`config.mk`:
```
export PLATFORM = sky130hd
export DESIGN_NAME = drv_fault_sup
export DESIGN_NICKNAME = d
export VERILOG_FILES = /design/src/rtl/drv_fault_pkg.sv /design/src/rtl/cmd_rise_det.sv /design/src/rtl/rst_pulse_timer.sv /design/src/rtl/fault_latch_core.sv /design/src/rtl/drv_fault_sup.sv
export SDC_FILE = /design/constraint.sdc
export NUM_CORES = 1
export LEC_CHECK = 0
export BUFFER_PORTS_ARGS = -buffer_cell sky130_fd_sc_hd__buf_4
export CORE_MARGIN = 2
export CORE_UTILIZATION = 41
export CTS_BUF_LIST = sky130_fd_sc_hd__clkbuf_16
export CTS_CLUSTER_DIAMETER = 200
export CTS_CLUSTER_SIZE = 24
export DETAILED_ROUTE_END_ITERATION = 10
export RECOVER_POWER = 50
export SYNTH_ARGS = -nofsm -noshare
export SYNTH_HDL_FRONTEND = slang
export SYNTH_HIERARCHICAL = 1
export SYNTH_SLANG_ARGS = --single-unit
```
`constraint.sdc`:
```
create_clock -name clk -period 2.2 [get_ports clk]
set_input_delay 0.33 -clock clk [delete_from_list [all_inputs] [get_ports clk]]
set_output_delay 0.33 -clock clk [all_outputs]
set_load 0.005 [all_outputs]
```
`src/rtl/drv_fault_pkg.sv`:
```
package drv_fault_pkg;
  typedef struct packed {
    logic flag_n;
    logic dis;
    logic rdy;
  } sup_out_t;

  localparam sup_out_t SUP_OUT_RST = '{flag_n: 1'b1, dis: 1'b1, rdy: 1'b0};
endpackage

```
`src/rtl/cmd_rise_det.sv`:
```
module cmd_rise_det #(
  parameter int NLEG = 2
) (
  input  logic            clk,
  input  logic            rst,
  input  logic [NLEG-1:0] cmd_hi,
  input  logic [NLEG-1:0] cmd_lo,
  output logic            rise_any
);
  logic [NLEG-1:0] rise_hi, rise_lo;

  for (genvar g = 0; g < NLEG; g++) begin : g_leg
    logic hi_q, lo_q;
    always_ff @(posedge clk) begin
      if (rst) begin
        hi_q <= 1'b0;
        lo_q <= 1'b0;
      end else begin
        hi_q <= cmd_hi[g];
        lo_q <= cmd_lo[g];
      end
    end
    assign rise_hi[g] = cmd_hi[g] & ~hi_q;
    assign rise_lo[g] = cmd_lo[g] & ~lo_q;
  end

  assign rise_any = |{rise_hi, rise_lo};
endmodule

```
`src/rtl/rst_pulse_timer.sv`:
```
module rst_pulse_timer #(
  parameter int RES_MIN   = 8,
  parameter int SLEEP_CYC = 64,
  parameter int WAKE_CYC  = 100
) (
  input  logic clk,
  input  logic rst,
  input  logic reset_n_in,
  output logic clr_now,
  output logic sleep_nx,
  output logic hold_nx,
  output logic asleep_q
);
  localparam int LW = $clog2(SLEEP_CYC + 1);
  localparam int WW = $clog2(WAKE_CYC + 1);

  logic [LW-1:0] low_q, low_nx;
  logic [WW-1:0] wake_q, wake_nx;

  always_comb begin
    if (reset_n_in)                     low_nx = '0;
    else if (low_q == LW'(SLEEP_CYC))   low_nx = low_q;
    else                                low_nx = low_q + 1'b1;
  end

  assign clr_now  = ~reset_n_in && (low_nx == LW'(RES_MIN));
  assign sleep_nx = ~reset_n_in && (low_nx == LW'(SLEEP_CYC));

  always_comb begin
    if (sleep_nx)            wake_nx = '0;
    else if (asleep_q)       wake_nx = WW'(WAKE_CYC);
    else if (wake_q != '0)   wake_nx = wake_q - 1'b1;
    else                     wake_nx = wake_q;
  end

  assign hold_nx = (wake_nx != '0);

  always_ff @(posedge clk) begin
    if (rst) begin
      low_q    <= '0;
      wake_q   <= WW'(WAKE_CYC);
      asleep_q <= 1'b0;
    end else begin
      low_q    <= low_nx;
      wake_q   <= wake_nx;
      asleep_q <= sleep_nx;
    end
  end
endmodule

```
`src/rtl/fault_latch_core.sv`:
```
module fault_latch_core
  import drv_fault_pkg::*;
#(
  parameter int NLEG = 2
) (
  input  logic            clk,
  input  logic            rst,
  input  logic            ot_hot,
  input  logic            vdd_ok,
  input  logic            vreg_ok,
  input  logic [NLEG-1:0] boot_to,
  input  logic            rise_any,
  input  logic            clr_now,
  input  logic            sleep_nx,
  input  logic            hold_nx,
  output sup_out_t        out_q,
  output logic            vreg_q,
  output logic [NLEG-1:0] boot_q
);
  logic            kill;
  logic            vreg_nx;
  logic [NLEG-1:0] boot_nx;
  logic            held_any;
  sup_out_t        out_nx;

  assign kill = ~vdd_ok | sleep_nx;

  always_comb begin
    if (kill)                     vreg_nx = 1'b0;
    else if (~vreg_ok)            vreg_nx = 1'b1;
    else if (rise_any | clr_now)  vreg_nx = 1'b0;
    else                          vreg_nx = vreg_q;
  end

  for (genvar g = 0; g < NLEG; g++) begin : g_boot
    always_comb begin
      if (kill)            boot_nx[g] = 1'b0;
      else if (boot_to[g]) boot_nx[g] = 1'b1;
      else if (clr_now)    boot_nx[g] = 1'b0;
      else                 boot_nx[g] = boot_q[g];
    end
  end

  assign held_any = vreg_nx | (|boot_nx);

  always_comb begin
    out_nx.flag_n = sleep_nx | ~(ot_hot | ~vdd_ok | held_any);
    out_nx.dis    = sleep_nx | hold_nx | ~vdd_ok | held_any;
    out_nx.rdy    = ~sleep_nx & ~hold_nx;
  end

  always_ff @(posedge clk) begin
    if (rst) begin
      vreg_q <= 1'b0;
      boot_q <= '0;
      out_q  <= SUP_OUT_RST;
    end else begin
      vreg_q <= vreg_nx;
      boot_q <= boot_nx;
      out_q  <= out_nx;
    end
  end
endmodule

```
`src/rtl/drv_fault_sup.sv`:
```
module drv_fault_sup
  import drv_fault_pkg::*;
#(
  parameter int NLEG      = 2,
  parameter int RES_MIN   = 8,
  parameter int SLEEP_CYC = 64,
  parameter int WAKE_CYC  = 100
) (
  input  logic            clk,
  input  logic            rst,
  input  logic            reset_n_in,
  input  logic            ot_hot,
  input  logic            vdd_ok,
  input  logic            vreg_ok,
  input  logic [NLEG-1:0] boot_to,
  input  logic [NLEG-1:0] cmd_hi,
  input  logic [NLEG-1:0] cmd_lo,
  output logic            fault_n,
  output logic            gate_dis,
  output logic            ready
);
  logic            rise_any, clr_now, sleep_nx, hold_nx, asleep_q;
  logic            vreg_q;
  logic [NLEG-1:0] boot_q;
  sup_out_t        out_q;

  cmd_rise_det #(.NLEG(NLEG)) u_edge (
    .clk(clk), .rst(rst), .cmd_hi(cmd_hi), .cmd_lo(cmd_lo), .rise_any(rise_any)
  );

  rst_pulse_timer #(.RES_MIN(RES_MIN), .SLEEP_CYC(SLEEP_CYC), .WAKE_CYC(WAKE_CYC)) u_tmr (
    .clk(clk), .rst(rst), .reset_n_in(reset_n_in), .clr_now(clr_now),
    .sleep_nx(sleep_nx), .hold_nx(hold_nx), .asleep_q(asleep_q)
  );

  fault_latch_core #(.NLEG(NLEG)) u_core (
    .clk(clk), .rst(rst), .ot_hot(ot_hot), .vdd_ok(vdd_ok), .vreg_ok(vreg_ok),
    .boot_to(boot_to), .rise_any(rise_any), .clr_now(clr_now), .sleep_nx(sleep_nx),
    .hold_nx(hold_nx), .out_q(out_q), .vreg_q(vreg_q), .boot_q(boot_q)
  );

  assign fault_n  = out_q.flag_n;
  assign gate_dis = out_q.dis;
  assign ready    = out_q.rdy;
endmodule

```
==> run_summary.xml <==
<?xml version="1.0" encoding="UTF-8"?>
<metrics>
  <group name="status">
    <metric name="outcome" unit="">finished, final reports clean</metric>
  </group>
  <group name="yosys">
    <metric name="postSynth.topFlopCell" unit="">dfxtp_1</metric>
    <metric name="postSynthRegisterBits" unit="">25</metric>
    <metric name="yosys_warnings" unit="">6</metric>
    <metric name="syn_nets" unit="">162</metric>
    <metric name="asyncSetResetFlopFracSynth" unit="%">0</metric>
    <metric name="synth.yosys.seq_area_share" unit="%">38.5</metric>
    <metric name="number_of_enable_flip_flop_cells_after_synthesis" unit="">0</metric>
    <metric name="synthDominantAreaCellType" unit="">dfxtp_1</metric>
    <metric name="synth.distinct_cells" unit="">39</metric>
    <metric name="synthCells" unit="">147</metric>
    <metric name="top_area_cell_type_share_of_the_netlist_area" unit="%">38.5</metric>
    <metric name="post_synth_instance_area" unit="um2">1300</metric>
    <metric name="synthesis.area_per_instance" unit="um2">8.84</metric>
    <metric name="yosys-top-cells-area" unit="">dfxtp_1 39%, a21oi_1 4.6%, nor2_1 4.6%</metric>
  </group>
  <group name="finish">
    <metric name="layout-drive-gt1-share" unit="%">25.3</metric>
    <metric name="final_cell_count_no_fill" unit="">210</metric>
    <metric name="final_layout_fill_cell_count" unit="">285</metric>
    <metric name="insertedDiodeCount" unit="">0</metric>
    <metric name="layout.cells.most_common" unit="">dfxtp_1</metric>
    <metric name="syn_to_final_growth" unit="%">21.0</metric>
    <metric name="mostFrequentLayoutCells" unit="">23 x dfxtp_1, 16 x buf_4, 16 x nor2_1, 12 x a21oi_1</metric>
    <metric name="total_number_of_nets_in_the_final_design" unit="">182</metric>
  </group>
  <group name="sta">
    <metric name="timing.final.crit_period" unit="ns">2.00</metric>
    <metric name="finalSetupTns" unit="ns">0</metric>
    <metric name="clock.fmax" unit="GHz">0.501</metric>
    <metric name="timing.final.hold_violations" unit="">0</metric>
    <metric name="timing.hold.ws" unit="ns">0.303</metric>
    <metric name="fin_worst_skew" unit="ns">0.00461</metric>
    <metric name="rsz0062_at_grt" unit="">false</metric>
    <metric name="timing.slew.headroom" unit="%">68.8</metric>
    <metric name="finalCritPeriodShare" unit="%">90.8</metric>
    <metric name="worst-slew-pin-transition" unit="ns">0.469</metric>
    <metric name="setup_violations" unit="">0</metric>
    <metric name="slew_violations" unit="">0</metric>
  </group>
  <group name="grt">
    <metric name="largest_net_degree_at_the_start_of_global_routing" unit="">14</metric>
    <metric name="grt_first_pass_wirelength" unit="mm">4.54</metric>
    <metric name="globalRoute.totalOverflow" unit="">0</metric>
    <metric name="grt_util_all_layers" unit="%">16.5</metric>
    <metric name="initial_antenna_violation_count" unit="">0</metric>
    <metric name="grt_pass1_vias" unit="">1089</metric>
  </group>
  <group name="clock_network">
    <metric name="post_cts_buffers" unit="">0</metric>
    <metric name="cts_max_level" unit="">1</metric>
    <metric name="tritoncts_num_sinks" unit="">25</metric>
    <metric name="cts_tree" unit="">done</metric>
    <metric name="clk_latency" unit="ns">0.25</metric>
    <metric name="cts_buffer_count" unit="">3</metric>
    <metric name="ctsHoldBuffers" unit="">0</metric>
    <metric name="cts.reportedPaths.clkPinSlew" unit="ns">0.06</metric>
    <metric name="clock_path_buffers" unit="">2</metric>
    <metric name="clock_tree_root_buffer_cell" unit="">clkbuf_16</metric>
    <metric name="post_cts_resize_count" unit="">0</metric>
  </group>
  <group name="placed_design">
    <metric name="dpl.hpwl" unit="mm">1.96</metric>
    <metric name="cells_after_dpl" unit="">206</metric>
    <metric name="port-buffer-count" unit="">14</metric>
    <metric name="gpl.final_weighted_congestion" unit="">0.784</metric>
  </group>
  <group name="floorplanning">
    <metric name="ioPinCount" unit="">15</metric>
    <metric name="starting_density_of_the_core" unit="%">42.9</metric>
    <metric name="fp.coreArea" unit="um2">3030</metric>
    <metric name="die_area" unit="um2">3630</metric>
    <metric name="die_width" unit="um">60.3</metric>
    <metric name="die_h" unit="um">60.3</metric>
    <metric name="fp-row-count" unit="">20</metric>
  </group>
  <group name="worst_hold_path">
    <metric name="timing.hold.worst.class" unit="">in2reg</metric>
  </group>
  <group name="worst_setup_path">
    <metric name="worst_setup_end_kind" unit="">flip-flop</metric>
    <metric name="cp_max_fo" unit="">5</metric>
    <metric name="worstSetupStartpointType" unit="">flip-flop</metric>
    <metric name="critical_path_required" unit="ns">2.35</metric>
    <metric name="crit_arrival" unit="ns">2.15</metric>
    <metric name="worst-setup-path-type" unit="">reg2reg</metric>
  </group>
  <group name="route">
    <metric name="wire_per_inst" unit="um">12.1</metric>
    <metric name="initialDrtViolationCount" unit="">33</metric>
    <metric name="detail_route.wirelength" unit="mm">2.54</metric>
    <metric name="detail_route.vias_per_cell" unit="">5.07</metric>
    <metric name="drt_drc_violations_left" unit="">0</metric>
    <metric name="ant_nets" unit="">0</metric>
    <metric name="route.vias.total" unit="">1064</metric>
    <metric name="detail_route.first_pass.iterations" unit="">4</metric>
  </group>
  <group name="power_and_ir_drop">
    <metric name="p_leak" unit="nW">0.610</metric>
    <metric name="max-vdd-ir-drop" unit="uV">295</metric>
    <metric name="power.density" unit="nW/um2">670</metric>
  </group>
  <group name="run">
    <metric name="timing.max_cap.violations" unit="">0</metric>
  </group>
</metrics>
cell usage after synthesis, types with 4 or more instances:
master    number
nor3_1         6
nor2b_1        4
xnor2_1        6
xor2_1         6
nand2_1        7
dfxtp_1       25
nand2b_1       5
o21ai_0        4
nor2_1        16
a21oi_1       12
inv_1          6
nand3_1        5
nor4_1         4
metrics by stage:
| step | utilization, % | cell area, um2 | power [mW] | setup slack, ns |
|---|---|---|---|---|
| finish | 51.9 | 1570 | 1.05 | 0.202 |
| detailed placement | 48.5 | 1470 | 0.672 | 0.0598 |
| floorplan | - | 1300 | 0.631 | 0.158 |
| global placement | 48.5 | 1470 | 0.668 | 0.151 |
| CTS | 51.1 | 1550 | 1.07 | 0.0519 |
| global route | 51.9 | 1570 | 1.11 | 0.0423 |
registers in the layout, summed over array words and instances, names as in the netlist:
name / flops
u_tmr/asleep_q: 1
u_core/vreg_q: 1
u_tmr/wake_q: 7
u_edge/g_leg.lo_q: 2
u_core/boot_q: 2
u_core/out_q: 3
u_edge/g_leg.hi_q: 2
u_tmr/low_q: 7
path summary, 6_finish.rpt:
path                                from                               to  slack [ns]  cells past startpoint
max            u_tmr/low_q[0]$_SDFF_PP0_      u_core/boot_q[1]$_SDFF_PP0_        0.20                      9
min                            cmd_hi[0]  u_edge/g_leg[0].hi_q$_SDFF_PP0_        0.30                      2
max reg2reg    u_tmr/low_q[0]$_SDFF_PP0_      u_core/boot_q[1]$_SDFF_PP0_        0.20                      9
min reg2reg  u_core/boot_q[0]$_SDFF_PP0_      u_core/boot_q[0]$_SDFF_PP0_        0.48                      2
critical path: stages, from the launching register on:
cell and delay [ns]:
dfxtp_2 0.37, ha_2 0.23, nand2_1 0.08, or3_1 0.36, o2bb2ai_1 0.18, a21oi_2 0.21
and2_1 0.21, nor2_1 0.07, nand2_1 0.13, nor2_1 0.06
kinds of logic (layout without fill, tap and decap cells):
kind of cell,Yosys count,in the layout,synth area share (%)
adder cells (fa/ha/maj),3,3,2.89
XOR/XNOR,12,12,8.09
flip-flops,25,25,38.5
AND/OR/NAND/NOR,63,63,28.2
AO/OA/AOI/OAI,31,31,16.6
buffers and inverters,13,32,5.68
per-layer routing:
metal | wire length (um) | track usage, % | vias to the layer above
met3 | 57 | 1.95 | 2
met2 | 1240 | 28.1 | 15
met1 | 1220 | 21.1 | 495
li1 | - | - | 552
met5 | 0 | 0 | -
met4 | 19 | 6.67 | 0
power breakdown:
group / switching, mW / internal [mW] / leakage (nW)
Combinational: 0.0752 / 0.0814 / 0.362
Sequential: 0.0294 / 0.478 / 0.206
Clock: 0.146 / 0.242 / 0.0423
final cells by class:
| type | instances | area, um2 | share of cell area (%) |
|---|---|---|---|
| clock buffer | 3 | 75.1 | 4.78 |
| clock inverter | 1 | 3.75 | 0.239 |
| inverter | 6 | 22.5 | 1.43 |
| multi-input combinational | 109 | 751 | 47.8 |
| sequential | 25 | 503 | 32.0 |
| tap | 44 | 55.1 | 3.50 |
| timing repair buffer | 22 | 161 | 10.3 |
(Power assumes the default switching activity.)
